[config.mk]
export PLATFORM = sky130hd
export DESIGN_NAME = pulse_train_gen
export DESIGN_NICKNAME = d
export VERILOG_FILES = /design/src/rtl/ptg_pkg.sv /design/src/rtl/ptg_mem.sv /design/src/rtl/ptg_tick.sv /design/src/rtl/ptg_carrier.sv /design/src/rtl/ptg_seq.sv /design/src/rtl/pulse_train_gen.sv
export SDC_FILE = /design/constraint.sdc
export NUM_CORES = 1
export LEC_CHECK = 0
export ABC_AREA = 1
export BUFFER_PORTS_ARGS = -buffer_cell sky130_fd_sc_hd__buf_2
export CAP_MARGIN = 20
export CELL_PAD_IN_SITES_DETAIL_PLACEMENT = 1
export CELL_PAD_IN_SITES_GLOBAL_PLACEMENT = 1
export CORE_MARGIN = 5
export CORE_UTILIZATION = 44
export CTS_BUF_LIST = sky130_fd_sc_hd__clkbuf_8 sky130_fd_sc_hd__clkbuf_16
export DETAILED_ROUTE_END_ITERATION = 10
export GPL_TIMING_DRIVEN = 0
export PLACE_DENSITY_LB_ADDON = 0.1
export SETUP_SLACK_MARGIN = 0.3
export SYNTH_ARGS = -nofsm -noshare
export SYNTH_HDL_FRONTEND = slang
export SYNTH_SLANG_ARGS = --single-unit
[constraint.sdc]
create_clock -name clk_i -period 2.9 [get_ports clk_i]
set_clock_uncertainty 0.2 [all_clocks]
set_input_delay 0.29 -clock clk_i [delete_from_list [all_inputs] [get_ports clk_i]]
set_output_delay 0.29 -clock clk_i [all_outputs]
set_load 0.01 [all_outputs]
[src/rtl/ptg_pkg.sv]
package ptg_pkg;
  typedef enum logic {
    PS_IDLE = 1'b0,
    PS_RUN  = 1'b1
  } ps_e;
endpackage

[src/rtl/ptg_mem.sv]
module ptg_mem #(
  parameter int DEPTH = 16,
  parameter int DUR_W = 16,
  localparam int AW = $clog2(DEPTH)
) (
  input  logic             clk_i,
  input  logic             wr_en_i,
  input  logic [AW-1:0]    wr_addr_i,
  input  logic [DUR_W-1:0] wr_data_i,
  input  logic [AW-1:0]    rd_addr_i,
  output logic [DUR_W-1:0] rd_data_o,
  output logic [DUR_W-1:0] first_o
);
  logic [DUR_W-1:0] mem_q [DEPTH];

  always_ff @(posedge clk_i) begin
    if (wr_en_i) mem_q[wr_addr_i] <= wr_data_i;
  end

  assign rd_data_o = mem_q[rd_addr_i];
  assign first_o   = mem_q[0];
endmodule

[src/rtl/ptg_tick.sv]
module ptg_tick #(
  parameter int DIV_W = 8
) (
  input  logic             clk_i,
  input  logic             rst_ni,
  input  logic             run_i,
  input  logic [DIV_W-1:0] div_i,
  output logic             tick_o
);
  logic [DIV_W-1:0] cnt_q;

  assign tick_o = run_i && (cnt_q == div_i);

  always_ff @(posedge clk_i or negedge rst_ni) begin
    if (!rst_ni)                 cnt_q <= '0;
    else if (!run_i || tick_o)   cnt_q <= '0;
    else                         cnt_q <= cnt_q + 1'b1;
  end

  // with a divider above zero, ticks never come back to back
  a_r1_tick_gap: assert property (@(posedge clk_i) disable iff (!rst_ni)
    tick_o && (div_i != '0) |=> !tick_o);
endmodule

[src/rtl/ptg_carrier.sv]
module ptg_carrier #(
  parameter int CAR_W = 8
) (
  input  logic             clk_i,
  input  logic             rst_ni,
  input  logic             gate_i,
  input  logic             en_i,
  input  logic [CAR_W-1:0] period_i,
  input  logic [CAR_W-1:0] duty_i,
  output logic             car_o
);
  logic [CAR_W-1:0] cnt_q;

  // phase restarts whenever the gate is closed
  always_ff @(posedge clk_i or negedge rst_ni) begin
    if (!rst_ni)               cnt_q <= '0;
    else if (!gate_i)          cnt_q <= '0;
    else if (cnt_q >= period_i) cnt_q <= '0;
    else                       cnt_q <= cnt_q + 1'b1;
  end

  assign car_o = en_i && gate_i && (cnt_q < duty_i);

  // every burst opens at phase zero
  a_r8_burst_phase: assert property (@(posedge clk_i) disable iff (!rst_ni)
    $rose(gate_i) |-> cnt_q == '0);
endmodule

[src/rtl/ptg_seq.sv]
module ptg_seq
  import ptg_pkg::*;
#(
  parameter int DEPTH = 16,
  parameter int DUR_W = 16,
  parameter int REP_W = 8,
  localparam int AW = $clog2(DEPTH)
) (
  input  logic             clk_i,
  input  logic             rst_ni,
  input  logic             start_i,
  input  logic             cancel_i,
  input  logic [REP_W-1:0] reps_i,
  input  logic             check_i,
  input  logic             tick_i,
  input  logic [DUR_W-1:0] first_i,
  input  logic [DUR_W-1:0] rd_data_i,
  output logic [AW-1:0]    rd_addr_o,
  output logic             busy_o,
  output logic             done_o,
  output logic             lvl_o
);
  localparam logic [AW-1:0] LAST_IDX = AW'(DEPTH - 1);

  ps_e              state_q;
  logic [AW-1:0]    idx_q;
  logic [DUR_W-1:0] cnt_q;
  logic             lvl_q, done_q, check_q, cancel_q, forever_q;
  logic [REP_W-1:0] left_q;

  logic seg_end, next_zero, more_pass, busy;

  assign busy      = (state_q == PS_RUN);
  assign rd_addr_o = idx_q + 1'b1;
  assign seg_end   = busy && tick_i && (cnt_q == DUR_W'(1));
  assign next_zero = (idx_q == LAST_IDX) || (rd_data_i == '0);
  assign more_pass = !(cancel_q || cancel_i) && (forever_q || (left_q > REP_W'(1)));

  always_ff @(posedge clk_i or negedge rst_ni) begin
    if (!rst_ni) begin
      state_q   <= PS_IDLE;
      idx_q     <= '0;
      cnt_q     <= '0;
      lvl_q     <= 1'b0;
      done_q    <= 1'b0;
      check_q   <= 1'b0;
      cancel_q  <= 1'b0;
      forever_q <= 1'b0;
      left_q    <= '0;
    end else begin
      done_q <= 1'b0;
      case (state_q)
        PS_IDLE: begin
          if (start_i) begin
            if (first_i == '0) begin
              done_q <= 1'b1;
              lvl_q  <= 1'b0;
            end else begin
              state_q   <= PS_RUN;
              idx_q     <= '0;
              cnt_q     <= first_i;
              lvl_q     <= 1'b1;
              left_q    <= reps_i;
              forever_q <= (reps_i == '0);
              check_q   <= check_i;
              cancel_q  <= 1'b0;
            end
          end
        end
        PS_RUN: begin
          if (cancel_i) cancel_q <= 1'b1;
          if (seg_end) begin
            if (!next_zero) begin
              idx_q <= rd_addr_o;
              cnt_q <= rd_data_i;
              lvl_q <= ~lvl_q;
            end else if (more_pass) begin
              idx_q <= '0;
              cnt_q <= first_i;
              lvl_q <= 1'b1;
              if (!forever_q) left_q <= left_q - 1'b1;
            end else begin
              state_q <= PS_IDLE;
              done_q  <= 1'b1;
              lvl_q   <= check_q ? 1'b0 : lvl_q;
            end
          end else if (tick_i) begin
            cnt_q <= cnt_q - 1'b1;
          end
        end
        default: state_q <= PS_IDLE;
      endcase
    end
  end

  assign busy_o = busy;
  assign done_o = done_q;
  assign lvl_o  = lvl_q;

  // the end of a train always comes with done
  a_r6_done_at_end: assert property (@(posedge clk_i) disable iff (!rst_ni)
    $fell(busy) |-> done_q);
  // a running interval never has a zero count
  a_r1_cnt_live: assert property (@(posedge clk_i) disable iff (!rst_ni)
    busy |-> cnt_q != '0);
  // a start while running leaves the position untouched
  a_r9_start_ignored: assert property (@(posedge clk_i) disable iff (!rst_ni)
    busy && start_i && !tick_i |=> $stable(cnt_q) && $stable(idx_q) && $stable(left_q));
  // idle output holds until a start
  a_r7_idle_hold: assert property (@(posedge clk_i) disable iff (!rst_ni)
    !busy && !start_i |=> $stable(lvl_q));
  // an accepted nonempty start opens with a high interval
  a_r3_open_high: assert property (@(posedge clk_i) disable iff (!rst_ni)
    !busy && start_i && (first_i != '0) |=> busy && lvl_q);
endmodule

[src/rtl/pulse_train_gen.sv]
module pulse_train_gen #(
  parameter int DEPTH = 16,
  parameter int DUR_W = 16,
  parameter int REP_W = 8,
  parameter int DIV_W = 8,
  parameter int CAR_W = 8,
  localparam int AW = $clog2(DEPTH)
) (
  input  logic             clk_i,
  input  logic             rst_ni,
  input  logic             load_en_i,
  input  logic [AW-1:0]    load_addr_i,
  input  logic [DUR_W-1:0] load_data_i,
  input  logic             start_i,
  input  logic             cancel_i,
  input  logic [REP_W-1:0] reps_i,
  input  logic             check_i,
  input  logic [DIV_W-1:0] tick_div_i,
  input  logic             car_en_i,
  input  logic [CAR_W-1:0] car_period_i,
  input  logic [CAR_W-1:0] car_duty_i,
  output logic             pulse_o,
  output logic             carrier_o,
  output logic             busy_o,
  output logic             done_o
);
  logic [DUR_W-1:0] rd_data, first;
  logic [AW-1:0]    rd_addr;
  logic [DIV_W-1:0] div_q;
  logic             tick, busy, lvl;

  always_ff @(posedge clk_i or negedge rst_ni) begin
    if (!rst_ni)              div_q <= '0;
    else if (start_i && !busy) div_q <= tick_div_i;
  end

  ptg_mem #(.DEPTH(DEPTH), .DUR_W(DUR_W)) u_mem (
    .clk_i     (clk_i),
    .wr_en_i   (load_en_i),
    .wr_addr_i (load_addr_i),
    .wr_data_i (load_data_i),
    .rd_addr_i (rd_addr),
    .rd_data_o (rd_data),
    .first_o   (first)
  );

  ptg_tick #(.DIV_W(DIV_W)) u_tick (
    .clk_i  (clk_i),
    .rst_ni (rst_ni),
    .run_i  (busy),
    .div_i  (div_q),
    .tick_o (tick)
  );

  ptg_seq #(.DEPTH(DEPTH), .DUR_W(DUR_W), .REP_W(REP_W)) u_seq (
    .clk_i     (clk_i),
    .rst_ni    (rst_ni),
    .start_i   (start_i),
    .cancel_i  (cancel_i),
    .reps_i    (reps_i),
    .check_i   (check_i),
    .tick_i    (tick),
    .first_i   (first),
    .rd_data_i (rd_data),
    .rd_addr_o (rd_addr),
    .busy_o    (busy),
    .done_o    (done_o),
    .lvl_o     (lvl)
  );

  ptg_carrier #(.CAR_W(CAR_W)) u_car (
    .clk_i    (clk_i),
    .rst_ni   (rst_ni),
    .gate_i   (busy && lvl),
    .en_i     (car_en_i),
    .period_i (car_period_i),
    .duty_i   (car_duty_i),
    .car_o    (carrier_o)
  );

  assign pulse_o = lvl;
  assign busy_o  = busy;
endmodule

==> impl_metrics.ini <==
[layout]
layout.nets = 1809
synth_to_layout_area_growth_pct = 25.6
drive_above_1_share_pct = 18.6
multiInputGateArea_um2 = 5150
finish.utilization_pct = 55.7
antenna-diode-count = 0
seqCellArea_um2 = 9140
final.fill_count = 3696

[global_routing]
grt_pass1_wl_um = 73600
gr-usage-met3_pct = 3.04
grt_start_max_net_pins = 31
grt_usage_pct = 26.4
global_route.peak_usage_layer = met2
grt.met1_usage_pct = 35.4
grt_pass1_vias = 12300
met2_usage_pct = 45.6
gr_overflow_total = 0
antenna_found_initial = 0

[cts]
clkTransAtPathRegs_ps = 60
cts_root_buffer = clkbuf_16
tritoncts_clock_tree = built
clock_insertion_delay_worst_skew_ps = 540
sink_count = 314
tritoncts.num_buffers = 36
cts-root-to-sink-buffers = 3
cts-htree-levels = 2

[route]
number_of_vias_in_the_routed_layout = 11900
dr.first_iter.drc_count = 782
final_antenna_net_count = 0
detail_route.drc_violations = 0
finalWirelength_um = 49200
mean_number_of_vias_per_cell = 5.38
drtPass1Iterations = 5
drt-wirelength-per-cell_um = 22.3

[logic_synthesis]
yosys-mux-area-fraction_pct = 0.687
synthXorXnorAreaFrac_pct = 1.76
ys_types = 44
synthesized_instance_count = 1539
synth_most_common_cell = nand2_1
synthAdderAreaFrac_pct = 1.87
synth-warning-count = 0
synth-async-reset-ratio_pct = 18.5
yosys.area_share.simple_pct = 23.4
dominant_combinational_cell_family_by_area_after_synthesis = simple AND/OR/NAND/NOR gates
ys_dominant_reg_cell = edfxtp_1
syn_area_um2 = 14800
synth_compound_area_share_pct = 3.96
synth_sequential_area_ratio_pct = 61.9
synthDominantAreaCellType = edfxtp_1
ys_top_cells_by_count = 472 x nand2_1, 256 x edfxtp_1, 190 x nand3_1
yosysTopAreaCellShare_pct = 52.1
synth_area_leaders = edfxtp_1 52%, nand2_1 12%, dfrtp_1 9.8%
number_of_enable_type_register_cells_in_the_synthesized_netlist = 256
post_synth.cell_area_avg_um2 = 9.59
ys_seq_elements = 314
net_count_after_synthesis = 1620

[timing]
achievable-frequency_ghz = 0.322
grt_setup_unrepaired = yes
timing.final.ws_setup_ps = -202
worst_hold_slack_ps = 22.1
setup-violations-final = 29
slew_violations = 0
hold_viol_final = 0
layout_min_cycle_time_ps = 3100
max_slew_margin_pct = 33.1
min_period_over_period_pct = 107
worst-slew-pin-transition_ps = 998

[power_and_ir_drop]
net_switching_power_mw = 2.12
pwr_density_cell_nw_per_um2 = 531
combPwrFrac_pct = 3.2
power_frac_seq_pct = 50.6
ir_worst_vdd_mv = 0.402
clock_power_share_pct = 46.3
p_leak_nw = 7.89
cellInternalPower_mw = 7.72
fin_total_pwr_mw = 9.84
switching_share_of_power_pct = 21.6

[worst_setup_path]
regToRegStartpoint = u_seq.idx_q[0]
reg2reg_slack_ps = -200
critical_path.startpoint_type = flip-flop
endpoint = u_seq.cnt_q[12]
worst_r2r_path_depth = 16
timing.critical_path.fanout_max = 7
r2r-end = u_seq.cnt_q[12]
critPathKind = flip-flop to flip-flop
worstPathRequired_ps = 3100
crit_path_end_kind = flip-flop
cp-startpoint = u_seq.idx_q[0]
arrival_ps = 3300

[place]
place_ws_ps = -796
place.port_buffers = 62
detailed_place_hpwl_um = 33600
finalWeightedCongestion = 0.891

[run]
max-cap-violations = 0

[die]
design.core.area_um2 = 33300
die_w_um = 193
floorplan.initialDensity_pct = 44.3
die_h_um = 193
io_pins = 63
std_cell_rows = 67
dieArea_um2 = 37300

[outcome]
violations_in_the_final_reports = negative setup slack
run_status = finished with violations

[min_path]
worstHoldPathType = primary input to flip-flop
[per-layer routing]
layer  part of all wire (%)  vias up
met5                      0        -
met4                    3.0        0
met3                    5.2       87
met2                     49      342
met1                     43     5944
li1                       -     5491
[state kept, by name (all words and copies together) (netlist names)]
| signal | cells |
|---|---|
| u_mem.mem_q | 256 |
| u_seq.cnt_q | 16 |
| div_q | 8 |
| u_car.cnt_q | 8 |
| u_seq.left_q | 8 |
| u_tick.cnt_q | 8 |
| u_seq.idx_q | 4 |
| u_seq.busy_o | 1 |
| u_seq.cancel_q | 1 |
| u_seq.check_q | 1 |
| u_seq.done_o | 1 |
| u_seq.forever_q | 1 |
| u_seq.lvl_o | 1 |
[cell usage in the layout (no fill, tap or decap), types with 13 or more instances in the layout]
master and instances:
nand2_1 456, edfxtp_1 256, inv_1 168, nand3_1 157, nor2_1 110, buf_2 70, dfrtp_1 54, o21ai_0 47
clkbuf_16 41, buf_4 36, dlygate4sd3_1 36, nand3_2 33, buf_6 25, ha_1 19, a21oi_1 18, o21ai_1 15
xor2_1 14, nor2_2 13, clkinv_1 13, buf_8 13
[power by group through the flow]
stage,Combinational (mW),Clock (mW),Sequential (mW)
global route,0.342,4.81,4.98
global placement,0.236,0,5.07
finish,0.311,4.55,4.98
detailed placement,0.267,0,5.07
CTS,0.308,4.61,4.98
floorplan,0.0814,0,5.07
[cell families (layout without fill, tap and decap cells)]
kind of cell,after synthesis,in the layout
AO/OA/AOI/OAI,105,105
XOR/XNOR,28,28
adder cells (fa/ha/maj),22,22
buffers and inverters,231,448
flip-flops,314,314
multiplexers,9,9
AND/OR/NAND/NOR,830,830
[worst min-delay path by stage]
stage,end,from,depth (start not counted)
finish,u_seq.busy_o,start_i,5
CTS,u_seq.busy_o,start_i,5
floorplan,div_q[0],rst_ni,0
global placement,u_seq.cancel_q,u_seq.cancel_q,2
global route,u_mem.mem_q[14][8],load_data_i[8],1
detailed placement,u_car.cnt_q[6],rst_ni,1
[cell type report]
class | count | area share [%]
Timing Repair Buffer | 151 | 6.58
Buffer | 63 | 3.42
Sequential cell | 314 | 49.4
Inverter | 168 | 3.48
Tap cell | 448 | 3.03
Clock buffer | 38 | 5.13
Multi-Input combinational cell | 994 | 27.8
Clock inverter | 28 | 1.20
[what timing repair did]
action	CTS	global route
endpoints found under the hold margin	276	0
gates resized for setup	148	47
hold buffers	36	0
pin swaps	21	25
setup endpoints to repair	32	32
cloned	4	1
buffers inserted	21	8
[critical path, cell delays in order (launching register included)]
cell,delay (ps)
dfrtp_2,490
ha_4,240
xor2_4,230
buf_6,160
buf_4,160
nand3_1,140
nand3_1,170
nand2_4,80
nor2_1,100
nand2_1,60
nor2_1,120
nand2_2,110
nand2_4,150
nand3_4,130
buf_4,170
a21oi_1,190
a21oi_1,70
[through the flow]
stage | setup TNS (ps) | instance area, um^2 | std cells
final | -4200 | 18500 | 2204
after global placement | -114120 | 15700 | 2049
after floorplan | 0 | 14800 | 1539
after CTS | -1210 | 18300 | 2195
after global routing | -5770 | 18500 | 2204
after detailed placement | -21560 | 16000 | 2068
No activity file was read; power rests on OpenSTA's default activity.
